`src/rtl/pmi_pkg.sv`:
```
package pmi_pkg;
  localparam int REG_W    = 8;
  localparam int ADDR_W   = 2;
  localparam int MODE_BIT = 6;
  localparam int CLR_BIT  = 7;

  localparam logic [ADDR_W-1:0] ADDR_ENABLE = 2'd0;
  localparam logic [ADDR_W-1:0] ADDR_MODE   = 2'd1;
  localparam logic [ADDR_W-1:0] ADDR_STAT_L = 2'd2;
  localparam logic [ADDR_W-1:0] ADDR_STAT_H = 2'd3;

  // Strobes from the control module to the datapath
  typedef struct packed {
    logic             ldEnable;
    logic             ldMode;
    logic             clrAll;
    logic [REG_W-1:0] wrData;
  } regStrobe_t;
endpackage

```
`src/rtl/pmiControl.sv`:
```
module pmiControl
  import pmi_pkg::*;
#(
  parameter int PULSE_LEN = 4
) (
  input  logic              clk,
  input  logic              rstN,
  input  logic              regWrEn,
  input  logic [ADDR_W-1:0] regAddr,
  input  logic [REG_W-1:0]  regWrData,
  input  logic              eventAny,
  input  logic              modePulse,
  output regStrobe_t        strobe,
  output logic              pmIntN
);
  localparam int CNT_W = $clog2(PULSE_LEN + 1);

  logic             evPrev;
  logic             outLow;
  logic [CNT_W-1:0] pulseCnt;
  logic             evRise;

  // Register write decode
  always_comb begin
    strobe.ldEnable = regWrEn && (regAddr == ADDR_ENABLE);
    strobe.ldMode   = regWrEn && (regAddr == ADDR_MODE);
    strobe.clrAll   = strobe.ldMode && regWrData[CLR_BIT];
    strobe.wrData   = regWrData;
  end

  assign evRise = eventAny && !evPrev;

  // Output sequencer: level follow or fixed-width pulse
  always_ff @(posedge clk or negedge rstN) begin
    if (!rstN) begin
      evPrev   <= 1'b0;
      outLow   <= 1'b0;
      pulseCnt <= '0;
    end else begin
      evPrev <= eventAny;
      if (!modePulse) begin
        outLow   <= eventAny;
        pulseCnt <= '0;
      end else if (evRise) begin
        outLow   <= 1'b1;
        pulseCnt <= CNT_W'(PULSE_LEN - 1);
      end else if (pulseCnt != '0) begin
        outLow   <= 1'b1;
        pulseCnt <= pulseCnt - 1'b1;
      end else begin
        outLow <= 1'b0;
      end
    end
  end

  assign pmIntN = !outLow;

  a_r8_level_follow: assert property (@(posedge clk) disable iff (!rstN)
    !modePulse |=> (pmIntN == !$past(eventAny)));

  a_r9_pulse_start: assert property (@(posedge clk) disable iff (!rstN)
    (modePulse && eventAny && !evPrev) |=> !pmIntN);
endmodule

```
`src/rtl/pmiDatapath.sv`:
```
module pmiDatapath
  import pmi_pkg::*;
#(
  parameter int NUM_SRC = 8
) (
  input  logic               clk,
  input  logic               rstN,
  input  logic [NUM_SRC-1:0] srcReq,
  input  regStrobe_t         strobe,
  input  logic [ADDR_W-1:0]  regAddr,
  output logic [REG_W-1:0]   rdData,
  output logic               eventAny,
  output logic               modePulse
);
  localparam int HALF = NUM_SRC / 2;

  logic [NUM_SRC-1:0] enableQ;
  logic [NUM_SRC-1:0] statusQ;

  always_ff @(posedge clk or negedge rstN) begin
    if (!rstN) begin
      enableQ   <= '0;
      modePulse <= 1'b0;
    end else begin
      if (strobe.ldEnable) enableQ   <= strobe.wrData[NUM_SRC-1:0];
      if (strobe.ldMode)   modePulse <= strobe.wrData[MODE_BIT];
    end
  end

  // Per-source status latch: set on request+enable, drop when request goes away
  for (genvar i = 0; i < NUM_SRC; i++) begin : gStat
    always_ff @(posedge clk or negedge rstN) begin
      if (!rstN)                statusQ[i] <= 1'b0;
      else if (strobe.clrAll)   statusQ[i] <= 1'b0;
      else if (!srcReq[i])      statusQ[i] <= 1'b0;
      else if (enableQ[i])      statusQ[i] <= 1'b1;
    end
  end

  assign eventAny = |(statusQ & enableQ);

  always_comb begin
    rdData = '0;
    case (regAddr)
      ADDR_ENABLE: rdData[NUM_SRC-1:0] = enableQ;
      ADDR_MODE:   rdData[MODE_BIT]    = modePulse;
      ADDR_STAT_L: rdData[HALF-1:0]    = statusQ[HALF-1:0];
      ADDR_STAT_H: rdData[HALF-1:0]    = statusQ[NUM_SRC-1:HALF];
      default:     rdData = '0;
    endcase
  end

  a_r6_clear_on_drop: assert property (@(posedge clk) disable iff (!rstN)
    1'b1 |=> ((statusQ & ~$past(srcReq)) == '0));

  a_r7_clear_all: assert property (@(posedge clk) disable iff (!rstN)
    strobe.clrAll |=> (statusQ == '0));

  a_r5_need_enable: assert property (@(posedge clk) disable iff (!rstN)
    1'b1 |=> ((statusQ & ~$past(statusQ) & ~$past(enableQ)) == '0));
endmodule

```
`src/rtl/pmIntAggregator.sv`:
```
module pmIntAggregator
  import pmi_pkg::*;
#(
  parameter int NUM_SRC   = 8,
  parameter int PULSE_LEN = 4
) (
  input  logic               clk,
  input  logic               rstN,
  input  logic [NUM_SRC-1:0] srcReq,
  input  logic               regWrEn,
  input  logic [ADDR_W-1:0]  regAddr,
  input  logic [REG_W-1:0]   regWrData,
  output logic [REG_W-1:0]   regRdData,
  output logic               pmIntN
);
  regStrobe_t strobe;
  logic       eventAny;
  logic       modePulse;

  pmiControl #(.PULSE_LEN(PULSE_LEN)) uCtrl (
    .clk(clk), .rstN(rstN), .regWrEn(regWrEn), .regAddr(regAddr),
    .regWrData(regWrData), .eventAny(eventAny), .modePulse(modePulse),
    .strobe(strobe), .pmIntN(pmIntN)
  );

  pmiDatapath #(.NUM_SRC(NUM_SRC)) uDp (
    .clk(clk), .rstN(rstN), .srcReq(srcReq), .strobe(strobe),
    .regAddr(regAddr), .rdData(regRdData), .eventAny(eventAny),
    .modePulse(modePulse)
  );
endmodule

```
`config.mk`:
```
export PLATFORM = sky130hd
export DESIGN_NAME = pmIntAggregator
export DESIGN_NICKNAME = d
export VERILOG_FILES = /design/src/rtl/pmi_pkg.sv /design/src/rtl/pmiControl.sv /design/src/rtl/pmiDatapath.sv /design/src/rtl/pmIntAggregator.sv
export SDC_FILE = /design/constraint.sdc
export NUM_CORES = 1
export LEC_CHECK = 0
export BUFFER_PORTS_ARGS = -buffer_cell sky130_fd_sc_hd__buf_4
export CORE_ASPECT_RATIO = 1.5
export CORE_MARGIN = 5
export CORE_UTILIZATION = 50
export DETAILED_ROUTE_END_ITERATION = 6
export GPL_TIMING_DRIVEN = 0
export PLACE_DENSITY_LB_ADDON = 0.1
export SYNTH_ARGS = -nofsm -noshare
export SYNTH_HDL_FRONTEND = slang
export SYNTH_SLANG_ARGS = --single-unit
```
`constraint.sdc`:
```
create_clock -name clk -period 1.68 [get_ports clk]
set_input_delay 0.252 -clock clk [delete_from_list [all_inputs] [get_ports clk]]
set_output_delay 0.252 -clock clk [all_outputs]
set_load 0.1 [all_outputs]
```
### Word-level counts from Yosys, hierarchy flattened

Index checks and enable logic that the tools add are counted.

* equality and inequality tests: 12
* shift operators: 0
* multiplexer cells: 34
* divide/modulo/power cells: 0
* add/subtract/negate cells: 1
* bitwise gates (word level): 1
* $mul: 0
* reductions and logical operators: 9
* $lt $le $gt $ge: 0

Operators with widths (count)
* 2-to-1 mux 1 bit: 28
* != test 3 x 1 -> 1 bit (second input constant): 8
* case mux 4 bit (3 select lines): 1
* 2-to-1 mux 3 bit: 3
* bitwise AND 8 bit: 1
* OR reduction 8 bit: 1
* equality test 2 bit (second input constant): 2
* logical AND 1 bit: 4
* != test 3 bit (second input constant): 1
* nonzero test 3 bit: 1
* subtractor 3 x 1 -> 3 bit (second input constant): 1
* equality test 2 x 1 -> 1 bit (second input constant): 1
* zero test 1 bit: 2
* zero test 2 bit: 1
* 2-to-1 mux 2 bit: 1
* case mux 1 bit (2 select lines): 1

* memories: 0
* flip-flop bits (word level): 22
* bits in read-only memories: 0
* latch bits: 0
* memory bits (writable): 0
* word-level logic and storage cells: 70
* bits of input ports: 21

### Depth between registers and ports, before layout

* depth after elaboration: 5
* depth in mapped cells: 6
* depth with buffers taken out: 6

### By module

Synthesis repeated with hierarchy kept, for this count alone.

* cells, all modules: 103
* area total of the unflattened synthesis: 1161.1 sq um

Modules (own cells, without submodules)
* pmiDatapath: times used 1, area an instance 838.3 sq um, cells an instance 69
* pmiControl: times used 1, area an instance 322.8 sq um, cells an instance 34

### Worst setup path after synthesis

No wires, ideal clock.

* path type: input to output
* start: input port regAddr[1]
* end: output port regRdData[1]
* required time: 1428 ps
* arrival time: 2628 ps
* cell stages on the path: 3
* slack: -1200 ps
* path through: buf_4 -> mux2i_1 -> o21ai_0

* word-level cells in the longest chain between the ends: 2

RTL lines
* start, declared: line pmIntAggregator.sv:11 `input logic [ADDR_W-1:0] regAddr,`
* equality test 2 bit or zero test 2 bit (tied branches): line pmiDatapath.sv:44 `case (regAddr)`
* case mux 4 bit (3 select lines) *: line pmiDatapath.sv:44
* end, declared: line pmIntAggregator.sv:13 `output logic [REG_W-1:0] regRdData,`

Every way passes the cells marked *; elsewhere a longest branch is shown, timed or not.

### Worst setup path in the final report

* start: register uDp.modePulse
* end: output port regRdData[6]

* word-level cells in the longest chain between the ends: 1

RTL lines
* start, declared: line pmiDatapath.sv:13 `output logic modePulse`
* start signal, assigned: line pmiDatapath.sv:26 `if (strobe.ldMode) modePulse <= strobe.wrData[MODE_BIT];`
* case mux 1 bit (2 select lines): line pmiDatapath.sv:44

Every way passes these cells.

==> summary.md <==
| Metric | Value |
|---|---|
| Status | `complete, no violations` |
| Vias in the first global route | `879` |
| Fin. max-slew vios | `0` |
| Final nets | `152` |
| R2R Path Start | `uCtrl.pulseCnt[0]` |
| Starting Density | `52.9%` |
| Via count | `808` |
| Hold Path Cell Cnt | `2` |
| Largest area contributor in the netlist | `dfrtp_1` |
| Met1 Use GR | `19.3%` |
| CTS sink count | `22` |
| Ys async rst share | `100%` |
| Final worst setup slack | `188 ps` |
| Via/cell ratio | `5.42` |
| Layout Cells excl Fill | `149` |
| GR Util All Layers | `16.5%` |
| Worst R2R End | `uCtrl.pulseCnt[1]` |
| CTS Buf Count | `3` |
| Hold Buf Count CTS | `1` |
| Critical-path maximum fanout | `7` |
| Top-count cell post-synth | `dfrtp_1` |
| Pleak | `0.687 nW` |
| Area Overhead vs Synth | `26.6%` |
| Final Instance Area | `1370 um^2` |
| Row cnt | `20` |
| CTS max path bufs | `2` |
| Initial antenna violation count | `0` |
| Hold Path Origin | `regWrData[3]` |
| Synth Warn # | `0` |
| Clk Latency, worst-skew pair | `300 ps` |
| Number of routed nets with antenna violations | `0` |
| CTS tree | `yes` |
| Reg clk slew, reported paths | `110 ps` |
| Number of port buffers | `29` |
| Post-synthesis sequential area ratio | `50.7%` |
| First-pass GRT wire length | `3720 um` |
| H-Tree Level Count | `1` |
| Pwr Density | `1250 nW/um^2` |
| Worst Reg-to-Reg Cells | `6` |
| Chip height | `67.0 um` |
| Critical Path Sink Type | `output port` |
| Slew margin rel. | `78.5%` |
| Setup bufs post-CTS | `0` |
| Setup TNS | `0 ps` |
| # DRC | `0` |
| Synth Flop Type | `dfrtp_1` |
| Min-delay worst type | `input pin to register` |
| # setup viols final | `0` |
| WL/cell | `14.9 um` |
| Max Freq | `670 MHz` |
| Reg area | `551 um^2` |
| Least-Margin Pin Slew | `319 ps` |
| Critical path startpoint category | `register` |
| Iteration-0 DRC Markers | `23` |
| DRT Pass-1 Iters | `4` |
| Met3 GRT Util | `2.43%` |
| Commonest cells in the netlist | `dfrtp_1, o21ai_0, nor2_1` |
| Peak VDD IR | `0.000621 V` |
| Synth cell types | `24` |
| Synth Area per Inst | `11.5 um^2` |
| Post-CTS sizing | `0` |
| Met2 usage in global routing | `28.6%` |
| Placeable Area | `2050 um^2` |
| Share of cells above drive strength 1 | `38.6%` |
| Most used routing layer | `met2` |
| Area after DPL | `1340 um^2` |
| Routed WL | `2210 um` |
| I/O pin cnt | `30` |
| Crit path kind | `register to output port` |
| Hold-critical path endpoint | `uDp.enableQ[3]` |
| EDFF count, synth | `0` |
| Synth Cell Area | `1080 um^2` |
| DIE AREA | `3220 um^2` |
| Fin Clk Skew | `4.59 ps` |
| Antenna diodes | `0` |
| CP required | `1430 ps` |
| Synth Net Count | `117` |
| Largest net degree at the start of global routing | `23` |
| Worst EP arrival | `1240 ps` |
| Footprint of the multi-input gates | `499 um^2` |
| Unrepaired setup endpoints after global routing | `false` |
| Clock Tree Root | `clkbuf_4` |
| # fillers | `165` |
| Worst setup path startpoint | `uDp.modePulse` |
| DPL Wire Length | `1730 um` |
| Die Wd | `48.0 um` |
| Final period util | `88.8%` |
| RD Place Congestion | `0.721` |
| GRT Residual Overflow | `0` |
| Post-Synthesis Cells | `94` |
| Fin. Hold Viols | `0` |
| Max_cap viols | `0` |
| Seq cells post-synth | `22` |
| Final min period | `1490 ps` |
| Placed Cells | `145` |
| R2R Setup Slk | `370 ps` |
| Top post-synthesis cells by area | `dfrtp_1, mux2_4, mux2i_1` |
| Share of Yosys cell area claimed by the top area cell type | `50.7%` |
| Pre-CTS WS | `317 ps` |
worst max-delay path by stage:
stage / endpoint / slack (ps) / cells past startpoint
5_1_grt: regRdData[6] / 70 / 3
3_3_place_gp: regRdData[1] / 320 / 5
3_5_place_dp: regRdData[1] / 320 / 5
2_1_floorplan: regRdData[1] / -440 / 3
6_report: regRdData[6] / 190 / 3
4_1_cts: regRdData[6] / 170 / 3
final cells by class:
class	instances	share of cell area [%]
Sequential cell	22	40.1
Multi-Input combinational cell	63	36.3
Timing Repair Buffer	30	16.6
Tap cell	22	2.00
Buffer	3	1.73
Clock buffer	3	1.64
Inverter	6	1.64
critical path: stages (launching register included):
cell     delay, ps
dfrtp_1        460
mux2i_1        100
nor2_1          90
buf_4          290
logic make-up (layout without fill, tap and decap cells):
family / count (synthesis) / after routing / synth area share [%]
simple gates: 24 / 24 / 12.5
flops: 22 / 22 / 50.7
compound gates: 21 / 21 / 11.8
mux: 15 / 15 / 17.6
buf+inv: 9 / 42 / 4.27
fa+ha+maj: 2 / 2 / 2.31
xor+xnor: 1 / 1 / 0.808
routing by layer:
| metal | up-vias | routed length (um) |
|---|---|---|
| met5 | - | 0 |
| met4 | 0 | 36 |
| met3 | 5 | 91 |
| met2 | 21 | 1200 |
| met1 | 386 | 885 |
| li1 | 396 | - |
registers in the layout (all words and copies together) (netlist names):
name            count
uCtrl.outLow        1
uDp.enableQ         8
uCtrl.pulseCnt      3
uDp.statusQ         8
uDp.modePulse       1
uCtrl.evPrev        1
report_power, final:
group / internal, mW / total, mW / switching, mW / leakage, nW
Combinational: 0.293 / 0.764 / 0.470 / 0.403
Sequential: 0.648 / 0.736 / 0.0884 / 0.270
Clock: 0.0835 / 0.223 / 0.140 / 0.0138
metrics by stage:
stage / power [mW] / hold WS, ps / util (%)
floorplan: 1.33 / -43.6 / -
global placement: 1.49 / 148 / 65.4
detailed placement: 1.52 / 152 / 65.4
CTS: 1.74 / 176 / 67.0
global route: 1.84 / 158 / 67.0
finish: 1.72 / 175 / 67.0
cell usage in the layout (no fill, tap or decap), drive strengths merged:
cell	netlist	layout
a21oi	1	1
a22o	1	1
a22oi	4	4
a41oi	1	1
and2	4	4
buf	3	32
clkbuf	0	3
dfrtp	22	22
dlygate4sd3	0	1
ha	2	2
inv	6	6
mux2	9	9
mux2i	6	6
nand2	1	1
nand3	4	4
nand3b	1	1
nand4	1	1
nor2	12	12
nor3b	1	1
o21a	2	2
o21ai	12	12
xnor2	1	1
Power figures use the tool's default switching activity.
